File: src/rtl/nor_cmd_pkg.sv
package nor_cmd_pkg;

  typedef enum logic [2:0] {
    ST_IDLE,
    ST_LOCK,
    ST_PROG,
    ST_BSETUP,
    ST_BFILL,
    ST_ERASE
  } op_state_e;

  typedef enum logic [1:0] {
    RM_ARRAY  = 2'd0,
    RM_STATUS = 2'd1,
    RM_IDENT  = 2'd2,
    RM_QUERY  = 2'd3
  } read_mode_e;

  localparam logic [7:0] OP_LOCK_SET   = 8'h01;
  localparam logic [7:0] OP_PROG_ALT   = 8'h10;
  localparam logic [7:0] OP_ERASE      = 8'h20;
  localparam logic [7:0] OP_PROG       = 8'h40;
  localparam logic [7:0] OP_CLRSTAT    = 8'h50;
  localparam logic [7:0] OP_LOCK_SETUP = 8'h60;
  localparam logic [7:0] OP_STATUS     = 8'h70;
  localparam logic [7:0] OP_IDENT      = 8'h90;
  localparam logic [7:0] OP_QUERY      = 8'h98;
  localparam logic [7:0] OP_CONFIRM    = 8'hD0;
  localparam logic [7:0] OP_BUF_SETUP  = 8'hE8;

  localparam logic [7:0] STAT_READY   = 8'h80;
  localparam logic [7:0] ERR_LOCKED   = 8'h12;
  localparam logic [7:0] ERR_SEQUENCE = 8'h30;
  localparam logic [7:0] ERR_BUFFER   = 8'h10;

  typedef struct packed {
    logic       clrStatus;
    logic [7:0] orStatus;
    logic       lockSet;
    logic       lockClr;
    logic       bufReset;
    logic       bufStore;
    logic       setLen;
    logic       doProg;
    logic       doErase;
    logic       doCommit;
  } dp_ctrl_t;

endpackage

File: src/rtl/nor_cmd_ctrl_fsm.sv
module nor_cmd_ctrl_fsm
  import nor_cmd_pkg::*;
(
  input  logic       clk,
  input  logic       rst_n,
  input  logic       wrEn,
  input  logic       sizeOk,
  input  logic [7:0] cmdByte,
  input  logic       blkLocked,
  input  logic       baseLocked,
  input  logic       bufAccept,
  output logic [1:0] readMode,
  output dp_ctrl_t   ctl
);

  op_state_e  stateQ, nxtState;
  read_mode_e modeQ, nxtMode;

  always_comb begin
    nxtState = stateQ;
    nxtMode  = modeQ;
    ctl      = '0;
    if (wrEn && sizeOk) begin
      unique case (stateQ)
        ST_IDLE: begin
          case (cmdByte)
            OP_IDENT:  nxtMode = RM_IDENT;
            OP_STATUS: nxtMode = RM_STATUS;
            OP_QUERY:  nxtMode = RM_QUERY;
            OP_CLRSTAT: ctl.clrStatus = 1'b1;
            OP_PROG, OP_PROG_ALT: begin
              nxtState = ST_PROG;
              nxtMode  = RM_STATUS;
            end
            OP_LOCK_SETUP: nxtState = ST_LOCK;
            OP_ERASE: begin
              nxtState = ST_ERASE;
              nxtMode  = RM_STATUS;
            end
            OP_BUF_SETUP: begin
              ctl.bufReset = 1'b1;
              nxtState     = ST_BSETUP;
              nxtMode      = RM_STATUS;
            end
            OP_CONFIRM: ;
            default: nxtMode = RM_ARRAY;
          endcase
        end
        ST_LOCK: begin
          if (cmdByte == OP_LOCK_SET) begin
            ctl.lockSet = 1'b1;
            nxtMode     = RM_STATUS;
          end else if (cmdByte == OP_CONFIRM) begin
            ctl.lockClr = 1'b1;
            nxtMode     = RM_STATUS;
          end else begin
            ctl.orStatus = ERR_SEQUENCE;
          end
          nxtState = ST_IDLE;
        end
        ST_PROG: begin
          if (blkLocked) ctl.orStatus = ERR_LOCKED;
          else           ctl.doProg   = 1'b1;
          nxtMode  = RM_STATUS;
          nxtState = ST_IDLE;
        end
        ST_ERASE: begin
          if (cmdByte == OP_CONFIRM) begin
            if (blkLocked) ctl.orStatus = ERR_LOCKED;
            else           ctl.doErase  = 1'b1;
          end else begin
            ctl.orStatus = ERR_SEQUENCE;
          end
          nxtMode  = RM_STATUS;
          nxtState = ST_IDLE;
        end
        ST_BSETUP: begin
          ctl.setLen = 1'b1;
          nxtState   = ST_BFILL;
          nxtMode    = RM_STATUS;
        end
        ST_BFILL: begin
          if (bufAccept) begin
            ctl.bufStore = 1'b1;
          end else begin
            if (cmdByte == OP_CONFIRM) begin
              if (baseLocked) ctl.orStatus = ERR_LOCKED;
              else            ctl.doCommit = 1'b1;
              nxtMode = RM_STATUS;
            end else begin
              ctl.orStatus = ERR_BUFFER;
            end
            nxtState = ST_IDLE;
          end
        end
        default: nxtState = ST_IDLE;
      endcase
    end
  end

  always_ff @(posedge clk) begin
    if (!rst_n) begin
      stateQ <= ST_IDLE;
      modeQ  <= RM_ARRAY;
    end else begin
      stateQ <= nxtState;
      modeQ  <= nxtMode;
    end
  end

  assign readMode = modeQ;

endmodule

File: src/rtl/nor_cmd_ctrl_dp.sv
module nor_cmd_ctrl_dp
  import nor_cmd_pkg::*;
#(
  parameter int NUM_BLOCKS = 8,
  parameter int BUF_BYTES  = 128,
  parameter int BLK_W      = 3,
  parameter int ADDR_W     = 19,
  parameter int OFF_W      = 7,
  parameter int CNT_W      = 9
) (
  input  logic                  clk,
  input  logic                  rst_n,
  input  dp_ctrl_t              ctl,
  input  logic [ADDR_W-1:0]     wrAddr,
  input  logic [15:0]           wrData,
  input  logic [3:0]            wrSize,
  output logic                  sizeOk,
  output logic                  blkLocked,
  output logic                  baseLocked,
  output logic                  bufAccept,
  output logic [7:0]            statusReg,
  output logic [NUM_BLOCKS-1:0] lockState,
  output logic                  progReq,
  output logic [ADDR_W-1:0]     progAddr,
  output logic [15:0]           progData,
  output logic [1:0]            progBe,
  output logic                  eraseReq,
  output logic [BLK_W-1:0]      eraseBlk,
  output logic                  bufClr,
  output logic                  bufWrReq,
  output logic [OFF_W-1:0]      bufWrOff,
  output logic [15:0]           bufWrData,
  output logic [1:0]            bufWrBe,
  output logic                  commitReq,
  output logic [ADDR_W-1:0]     commitBase,
  output logic [CNT_W-1:0]      commitLen
);

  localparam int LEN_W = CNT_W - 1;
  localparam int PROD_W = 19;
  localparam logic [PROD_W-1:0] LEN_CAP = PROD_W'(BUF_BYTES);

  logic [7:0]            statusQ;
  logic [NUM_BLOCKS-1:0] lockQ;
  logic [CNT_W-1:0]      countQ;
  logic [LEN_W-1:0]      lenQ;
  logic [ADDR_W-1:0]     baseQ;
  logic                  baseValid;

  logic [BLK_W-1:0]  wrBlk, baseBlk;
  logic [ADDR_W-1:0] effBase, offFull;
  logic [1:0]        byteEn;
  logic [PROD_W-1:0] lenProd;

  assign sizeOk  = (wrSize != 4'd0) && (wrSize <= 4'd4);
  assign byteEn  = (wrSize == 4'd1) ? 2'b01 : 2'b11;
  assign wrBlk   = wrAddr[ADDR_W-1:16];
  assign baseBlk = baseQ[ADDR_W-1:16];

  assign blkLocked  = lockQ[wrBlk];
  assign baseLocked = lockQ[baseBlk];

  // buffer window test
  assign effBase   = baseValid ? baseQ : wrAddr;
  assign offFull   = wrAddr - effBase;
  assign bufAccept = (countQ < CNT_W'(lenQ)) && (wrAddr >= effBase) &&
                     (offFull < ADDR_W'(BUF_BYTES));

  assign lenProd = (PROD_W'(wrData) + PROD_W'(1)) << 2;

  always_ff @(posedge clk) begin
    if (!rst_n) begin
      statusQ <= STAT_READY;
    end else if (ctl.clrStatus) begin
      statusQ <= STAT_READY;
    end else begin
      statusQ <= statusQ | ctl.orStatus;
    end
  end

  // one lock cell per erase block
  for (genvar g = 0; g < NUM_BLOCKS; g++) begin : g_lock
    always_ff @(posedge clk) begin
      if (!rst_n) begin
        lockQ[g] <= 1'b0;
      end else if (wrBlk == BLK_W'(g)) begin
        if (ctl.lockSet)      lockQ[g] <= 1'b1;
        else if (ctl.lockClr) lockQ[g] <= 1'b0;
      end
    end
  end

  always_ff @(posedge clk) begin
    if (!rst_n) begin
      countQ    <= '0;
      lenQ      <= '0;
      baseQ     <= '0;
      baseValid <= 1'b0;
    end else begin
      if (ctl.bufReset) begin
        countQ    <= '0;
        baseValid <= 1'b0;
      end
      if (ctl.setLen) begin
        lenQ <= (lenProd > LEN_CAP) ? LEN_W'(BUF_BYTES) : LEN_W'(lenProd);
      end
      if (ctl.bufStore) begin
        countQ <= countQ + CNT_W'(wrSize);
        if (!baseValid) begin
          baseQ     <= wrAddr;
          baseValid <= 1'b1;
        end
      end
    end
  end

  always_ff @(posedge clk) begin
    if (!rst_n) begin
      progReq    <= 1'b0;
      progAddr   <= '0;
      progData   <= '0;
      progBe     <= '0;
      eraseReq   <= 1'b0;
      eraseBlk   <= '0;
      bufClr     <= 1'b0;
      bufWrReq   <= 1'b0;
      bufWrOff   <= '0;
      bufWrData  <= '0;
      bufWrBe    <= '0;
      commitReq  <= 1'b0;
      commitBase <= '0;
      commitLen  <= '0;
    end else begin
      progReq    <= ctl.doProg;
      progAddr   <= wrAddr;
      progData   <= wrData;
      progBe     <= byteEn;
      eraseReq   <= ctl.doErase;
      eraseBlk   <= wrBlk;
      bufClr     <= ctl.bufReset;
      bufWrReq   <= ctl.bufStore;
      bufWrOff   <= offFull[OFF_W-1:0];
      bufWrData  <= wrData;
      bufWrBe    <= byteEn;
      commitReq  <= ctl.doCommit;
      commitBase <= baseQ;
      commitLen  <= countQ;
    end
  end

  assign statusReg = statusQ;
  assign lockState = lockQ;

endmodule

File: src/rtl/nor_cmd_ctrl.sv
module nor_cmd_ctrl
  import nor_cmd_pkg::*;
#(
  parameter  int NUM_BLOCKS = 8,
  parameter  int BUF_BYTES  = 128,
  localparam int BLK_W      = (NUM_BLOCKS > 1) ? $clog2(NUM_BLOCKS) : 1,
  localparam int ADDR_W     = 16 + BLK_W,
  localparam int OFF_W      = $clog2(BUF_BYTES),
  localparam int CNT_W      = $clog2(BUF_BYTES) + 2
) (
  input  logic                  clk,
  input  logic                  rst_n,
  input  logic                  wrEn,
  input  logic [ADDR_W-1:0]     wrAddr,
  input  logic [15:0]           wrData,
  input  logic [3:0]            wrSize,
  output logic [1:0]            readMode,
  output logic [7:0]            statusReg,
  output logic [NUM_BLOCKS-1:0] lockState,
  output logic                  progReq,
  output logic [ADDR_W-1:0]     progAddr,
  output logic [15:0]           progData,
  output logic [1:0]            progBe,
  output logic                  eraseReq,
  output logic [BLK_W-1:0]      eraseBlk,
  output logic                  bufClr,
  output logic                  bufWrReq,
  output logic [OFF_W-1:0]      bufWrOff,
  output logic [15:0]           bufWrData,
  output logic [1:0]            bufWrBe,
  output logic                  commitReq,
  output logic [ADDR_W-1:0]     commitBase,
  output logic [CNT_W-1:0]      commitLen
);

  dp_ctrl_t ctl;
  logic     sizeOk, blkLocked, baseLocked, bufAccept;

  nor_cmd_ctrl_fsm fsm_i (
    .clk        (clk),
    .rst_n      (rst_n),
    .wrEn       (wrEn),
    .sizeOk     (sizeOk),
    .cmdByte    (wrData[7:0]),
    .blkLocked  (blkLocked),
    .baseLocked (baseLocked),
    .bufAccept  (bufAccept),
    .readMode   (readMode),
    .ctl        (ctl)
  );

  nor_cmd_ctrl_dp #(
    .NUM_BLOCKS (NUM_BLOCKS),
    .BUF_BYTES  (BUF_BYTES),
    .BLK_W      (BLK_W),
    .ADDR_W     (ADDR_W),
    .OFF_W      (OFF_W),
    .CNT_W      (CNT_W)
  ) dp_i (
    .clk        (clk),
    .rst_n      (rst_n),
    .ctl        (ctl),
    .wrAddr     (wrAddr),
    .wrData     (wrData),
    .wrSize     (wrSize),
    .sizeOk     (sizeOk),
    .blkLocked  (blkLocked),
    .baseLocked (baseLocked),
    .bufAccept  (bufAccept),
    .statusReg  (statusReg),
    .lockState  (lockState),
    .progReq    (progReq),
    .progAddr   (progAddr),
    .progData   (progData),
    .progBe     (progBe),
    .eraseReq   (eraseReq),
    .eraseBlk   (eraseBlk),
    .bufClr     (bufClr),
    .bufWrReq   (bufWrReq),
    .bufWrOff   (bufWrOff),
    .bufWrData  (bufWrData),
    .bufWrBe    (bufWrBe),
    .commitReq  (commitReq),
    .commitBase (commitBase),
    .commitLen  (commitLen)
  );

endmodule

File: config.mk
export PLATFORM = sky130hd
export DESIGN_NAME = nor_cmd_ctrl
export DESIGN_NICKNAME = d
export VERILOG_FILES = /design/src/rtl/nor_cmd_pkg.sv /design/src/rtl/nor_cmd_ctrl_fsm.sv /design/src/rtl/nor_cmd_ctrl_dp.sv /design/src/rtl/nor_cmd_ctrl.sv
export SDC_FILE = /design/constraint.sdc
export NUM_CORES = 1
export LEC_CHECK = 0
export BUFFER_PORTS_ARGS = -buffer_cell sky130_fd_sc_hd__buf_4
export CAP_MARGIN = 20
export CORE_MARGIN = 10
export CORE_UTILIZATION = 55
export DETAILED_ROUTE_END_ITERATION = 12
export PLACE_DENSITY = 0.82
export SLEW_MARGIN = 30
export SYNTH_ARGS = -nofsm -noshare
export SYNTH_HDL_FRONTEND = slang
export SYNTH_HIERARCHICAL = 1
export SYNTH_SLANG_ARGS = --single-unit
File: constraint.sdc
create_clock -name clk -period 6.2 [get_ports clk]
set_input_delay 1.24 -clock clk [delete_from_list [all_inputs] [get_ports clk]]
set_output_delay 1.24 -clock clk [all_outputs]
set_load 0.01 [all_outputs]
* Word level (Yosys, flattened, before mapping)
Index checks and enable logic that the tools add are counted.
** Word-level totals
- Register bits :: 138
- Input port bits :: 42
- Output and inout bits :: 116
- Logic and storage cells :: 147
** Operators by class
- $add $sub $neg :: 3
- $lt $le $gt $ge :: 7
- Eq/ne operators :: 27
- Multiplexer cells :: 50
- Bitwise logic cells :: 5
- Reductions and logical operators :: 28
** Operators with widths (number)
- 8-bit by 7-bit equality test with 1-bit output, second input constant :: 4
- 8-bit equality test, second input constant :: 4
- 8-bit 2-to-1 mux :: 4
- 8-bit case mux with 4 select lines :: 1
- 1-bit 2-to-1 mux :: 25
- 19-bit >= comparator :: 1
- 19-bit by 8-bit > comparator with 1-bit output, second input constant :: 1
- 19-bit by 8-bit < comparator with 1-bit output, second input constant :: 1
- 19-bit 2-to-1 mux :: 1
- 19-bit subtractor :: 1
- 3-bit equality test, second input constant :: 6
- 9-bit 2-to-1 mux :: 2
- 16-bit by 1-bit adder with 17-bit output, second input constant :: 1
- 17-bit 2-to-1 mux :: 1
- 2-bit case mux with 4 select lines :: 2
- 2-bit AND reduction :: 8
- 5-bit 2-to-1 mux :: 3
- 3-bit by 2-bit equality test with 1-bit output, second input constant :: 4
- 3-bit case mux with 4 select lines :: 1
- 2-bit 2-to-1 mux :: 5
- 5-bit OR reduction :: 2
- 9-bit by 4-bit adder with 9-bit output :: 1
- 9-bit by 8-bit < comparator with 1-bit output :: 1
- 3-bit case mux with 3 select lines :: 1
- 22 further kinds :: 39

* Longest topological paths before layout
- Depth in word-level cells :: 10
- Depth in mapped cells :: 21
- Gate-level depth less buffers :: 19

* Hierarchy
Netlist, hierarchy kept.
** By module, submodules not included
- nor_cmd_ctrl_dp :: times used 1, cells an instance 641, area an instance 6112.1 um^2, sequential area each 2562.5 um^2
- nor_cmd_ctrl_fsm :: times used 1, cells an instance 118, area an instance 788.3 um^2, sequential area each 100.1 um^2

* Worst setup path before layout
Ideal clock, no wire load.
- Kind :: input port to flip-flop
- From :: input port wrAddr[0]
- To :: register dp_i.baseQ[10]
- Library setup time :: 0.123 ns
- Arrival :: 4.891 ns
- Data required time :: 6.077 ns
- Path slack :: 1.186 ns
- Cell stages on the path :: 18
- Buffers on the path :: 2
- Cell sequence :: inv_1 o21ai_0 ha_1 inv_1 fa_1 a211oi_1 o21ai_1 a31o_2 nor3b_1 o21ai_0 mux2_2 nor4_2 nand2_1 nor3_1 nand2b_1 clkbuf_1 clkbuf_1 mux2_1
** RTL lines
- start, declared :: RTL line nor_cmd_ctrl.sv:14 : input logic [ADDR_W-1:0] wrAddr,
- end signal, assigned :: RTL line nor_cmd_ctrl_dp.sv:110 : baseQ <= wrAddr;
- end, declared :: RTL line nor_cmd_ctrl_dp.sv:47 : logic [ADDR_W-1:0] baseQ;

==> results_dict.tcl <==
set metrics [dict create \
    finalSetupViolCount 0 \
    wl_per_cell_microns 16.53 \
    yosysTopAreaCellShare_pct 38.59 \
    worst-setup-path-type "register to register" \
    ys_seq_area_share_pct 38.59 \
    worstPathArrival_ns 5.30 \
    clk_latency_ns 0.42 \
    yosys.area.top_type "dfxtp_1" \
    cts_resized 0 \
    startpoint_type "register" \
    cap_violations 0 \
    synth_flop_cell "dfxtp_1" \
    avgViaCountPerCell 5.561 \
    start_util_pct 56.74 \
    met2_usage_pct 34.25 \
    yosys_warnings 6 \
    vias 5861 \
    crit_path_top_delay_cell "dfxtp_1" \
    totalNegativeSetupSlack_ns 0 \
    drive_gt1_share_pct 25.17 \
    wl_mm 17.42 \
    root_buffer "clkbuf_16" \
    async_reset_ff_share_pct 0 \
    grt_max_degree 108 \
    grt_pass1_wl_mm 28.94 \
    antennaDiodeCount 0 \
    grt_usage_pct 19.64 \
    hpwl_mm 12.85 \
    grt.busiest_layer "met2" \
    grtUsageMet1_pct 22.28 \
    p_total_w 0.002299 \
    dp_cells 1023 \
    place.gp.congestion 0.8926 \
    p_leak_nw 3.689 \
    synth_cell_types 77 \
    slowest_delay_ns 0.92 \
    synth_most_common_cell "dfxtp_1" \
    rsz0062_at_grt "no" \
    first_global_vias 6095 \
    worst_slew_pin_slew_ns 0.9157 \
    htree_levels 4 \
    fin_cells 1054 \
    firstDrtPassIters 5 \
    die_x_microns 132.0 \
    fin_crit_sh_pct 80.67 \
    finalWorstPathRequiredPeriod_ns 5.002 \
    synth_area_leaders "dfxtp_1 39%, and2_1 7.3%, ha_1 5.4%, mux2i_1 3.5%, a21oi_1 3.0%" \
    cts.hold.buffers_added 0 \
    post_cts_buffers 0 \
    synth_area_sq_um 6900 \
    ir_drop_mv 0.1423 \
    port_buffers 157 \
    hold_violations 0 \
    syn_inst 759 \
    die_area_sq_um 17430 \
    rows 40 \
    drtAntennaViolNets 0 \
    tritoncts "done" \
    clk_path_buf_depth 2 \
    end_kind "register" \
    synth_common_cells "133 x dfxtp_1, 81 x and2_1, 45 x nor2_1, 44 x nand2_1, 41 x a21oi_1" \
    final_core_util_pct 70.88 \
    hp-class "register to register" \
    nFillCells 952 \
    outcome "completed" \
    drv_slew 0 \
    avgSynthCellArea_sq_um 9.091 \
    power_density_nw_per_um2 266.7 \
    use_met3_pct 5.564 \
    cts-buffers-inserted 17 \
    layout.nets 948 \
    crit_chain "nand2_1, o21ai_0, ha_1, inv_1, fa_1, a211oi_1, o21ai_1, a31o_2, nor3b_1, o21ai_0, mux2_2, nor4_2, nand2_1, nor3_1, buf_4, nand2b_2, mux2_1" \
    num_io_pins 158 \
    syn_to_final_growth_pct 24.93 \
    worstPathRequired_ns 6.50 \
    cts.sinks 133 \
    cts.clk_slew.worst_paths_ns 0.06 \
    ys_ff_latch 133 \
    coreArea_sq_um 12160 \
    die_y_microns 132.0 \
    drcViolationCount 0 \
    drt_iter0_drc 311 \
    grt_antenna_before_repair 0 \
    synth-edff-count 0 \
    grt_overflow 0 \
    critPathMaxFanout 19 \
    skew_ns 0.004854 \
    max_freq_mhz 199.9 \
    slew_headroom_pct 38.87 \
]
==> cell families (layout without fill, tap and decap cells) <==
kind of cell,Yosys count,in the layout,share of synthesized area (%)
XOR/XNOR,19,19,2.412
flip-flops,133,133,38.59
other,1,5,0.05434
adder cells (fa/ha/maj),32,32,6.020
buffers and inverters,89,212,6.618
AO/OA/AOI/OAI,140,140,13.80
AND/OR/NAND/NOR,293,293,23.81
multiplexers,52,52,8.704
==> cell type report <==
type	instances	area (sq um)	share of cell area (%)
clock inverters	12	226.5	2.627
well taps	168	210.2	2.438
flip-flops and latches	133	2663	30.89
clock buffers	19	442.9	5.138
repair buffers	160	1201	13.93
multi-input cells	541	3799	44.06
inverters	21	78.83	0.9144
==> state kept, by name (all words and copies together) (netlist names) <==
register	count
dp_i/baseQ	19
dp_i/commitBase	19
dp_i/progAddr	19
dp_i/bufWrData	16
dp_i/commitLen	9
dp_i/countQ	9
dp_i/lockState	8
dp_i/statusReg	8
dp_i/bufWrOff	7
dp_i/lenQ	6
fsm_i/stateQ	3
dp_i/bufWrBe	2
fsm_i/readMode	2
dp_i/baseValid	1
dp_i/bufClr	1
dp_i/bufWrReq	1
dp_i/commitReq	1
dp_i/eraseReq	1
dp_i/progReq	1
==> worst max-delay path, delay by kind of cell, from the launching register on <==
| family | cells | cell delay [ns] |
|---|---|---|
| AOI/OAI and AO/OA | 5 | 0.97 |
| DFF | 1 | 0.92 |
| and+or+nand+nor | 6 | 1.36 |
| buffers and inverters | 2 | 0.29 |
| muxes | 2 | 0.72 |
| adders and majority gates | 2 | 0.60 |
==> routing by layer <==
layer,up-vias,wire (microns)
li1,2879,-
met1,2742,7266
met2,216,8790
met3,24,1095
met4,0,271
met5,-,0
==> through the flow <==
step	instance area (sq um)	setup slack [ns]	hold slack, ns
after floorplan	6915	1.186	0.4465
after global placement	7949	0.6652	0.4316
after detailed placement	7949	0.5054	0.4413
after CTS	8618	0.8506	0.4632
after global routing	8621	0.7410	0.4835
final	8621	1.198	0.4593
==> placed cells by master, fill, tap and decap left out, drive strengths merged, types with 5 or more instances in the layout <==
cell type  Yosys  final
inv           21     22
o21ai         27     27
mux2          24     24
conb           1      5
nand3b         5      5
nand3         17     17
bufinv         0      6
and2          81     81
dfxtp        133    133
a211oi         9      9
nor2b         21     21
nor3b          7      7
o22ai          6      6
xor2           8      8
nor4           9      9
nand4         10     10
nor4b          6      6
a21oi         41     41
nand2b        11     11
a22oi          5      5
a21o           7      7
xnor2         11     11
ha            30     30
mux2i         24     24
nor3          13     13
and3           8      8
nand2         44     44
nor2          46     46
clkbuf        36     19
o211ai         5      5
buf           32    160
==> where the power goes <==
part           internal [W]  switching (W)  total, W
Clock              0.000763       0.000371   0.00113
Sequential         0.000876     0.00000849  0.000884
Combinational      0.000127       0.000154  0.000281
Total               0.00177       0.000533   0.00230
==> final timing paths <==
kind	slack, ns	startpoint	depth (start not counted)	to
max	1.20	dp_i/baseValid	17	dp_i/baseQ[15]
min	0.46	dp_i/statusReg[7]	1	dp_i/statusReg[7]
max reg2reg	1.20	dp_i/baseValid	17	dp_i/baseQ[15]
min reg2reg	0.46	dp_i/statusReg[7]	1	dp_i/statusReg[7]
Power figures use the tool's default switching activity.
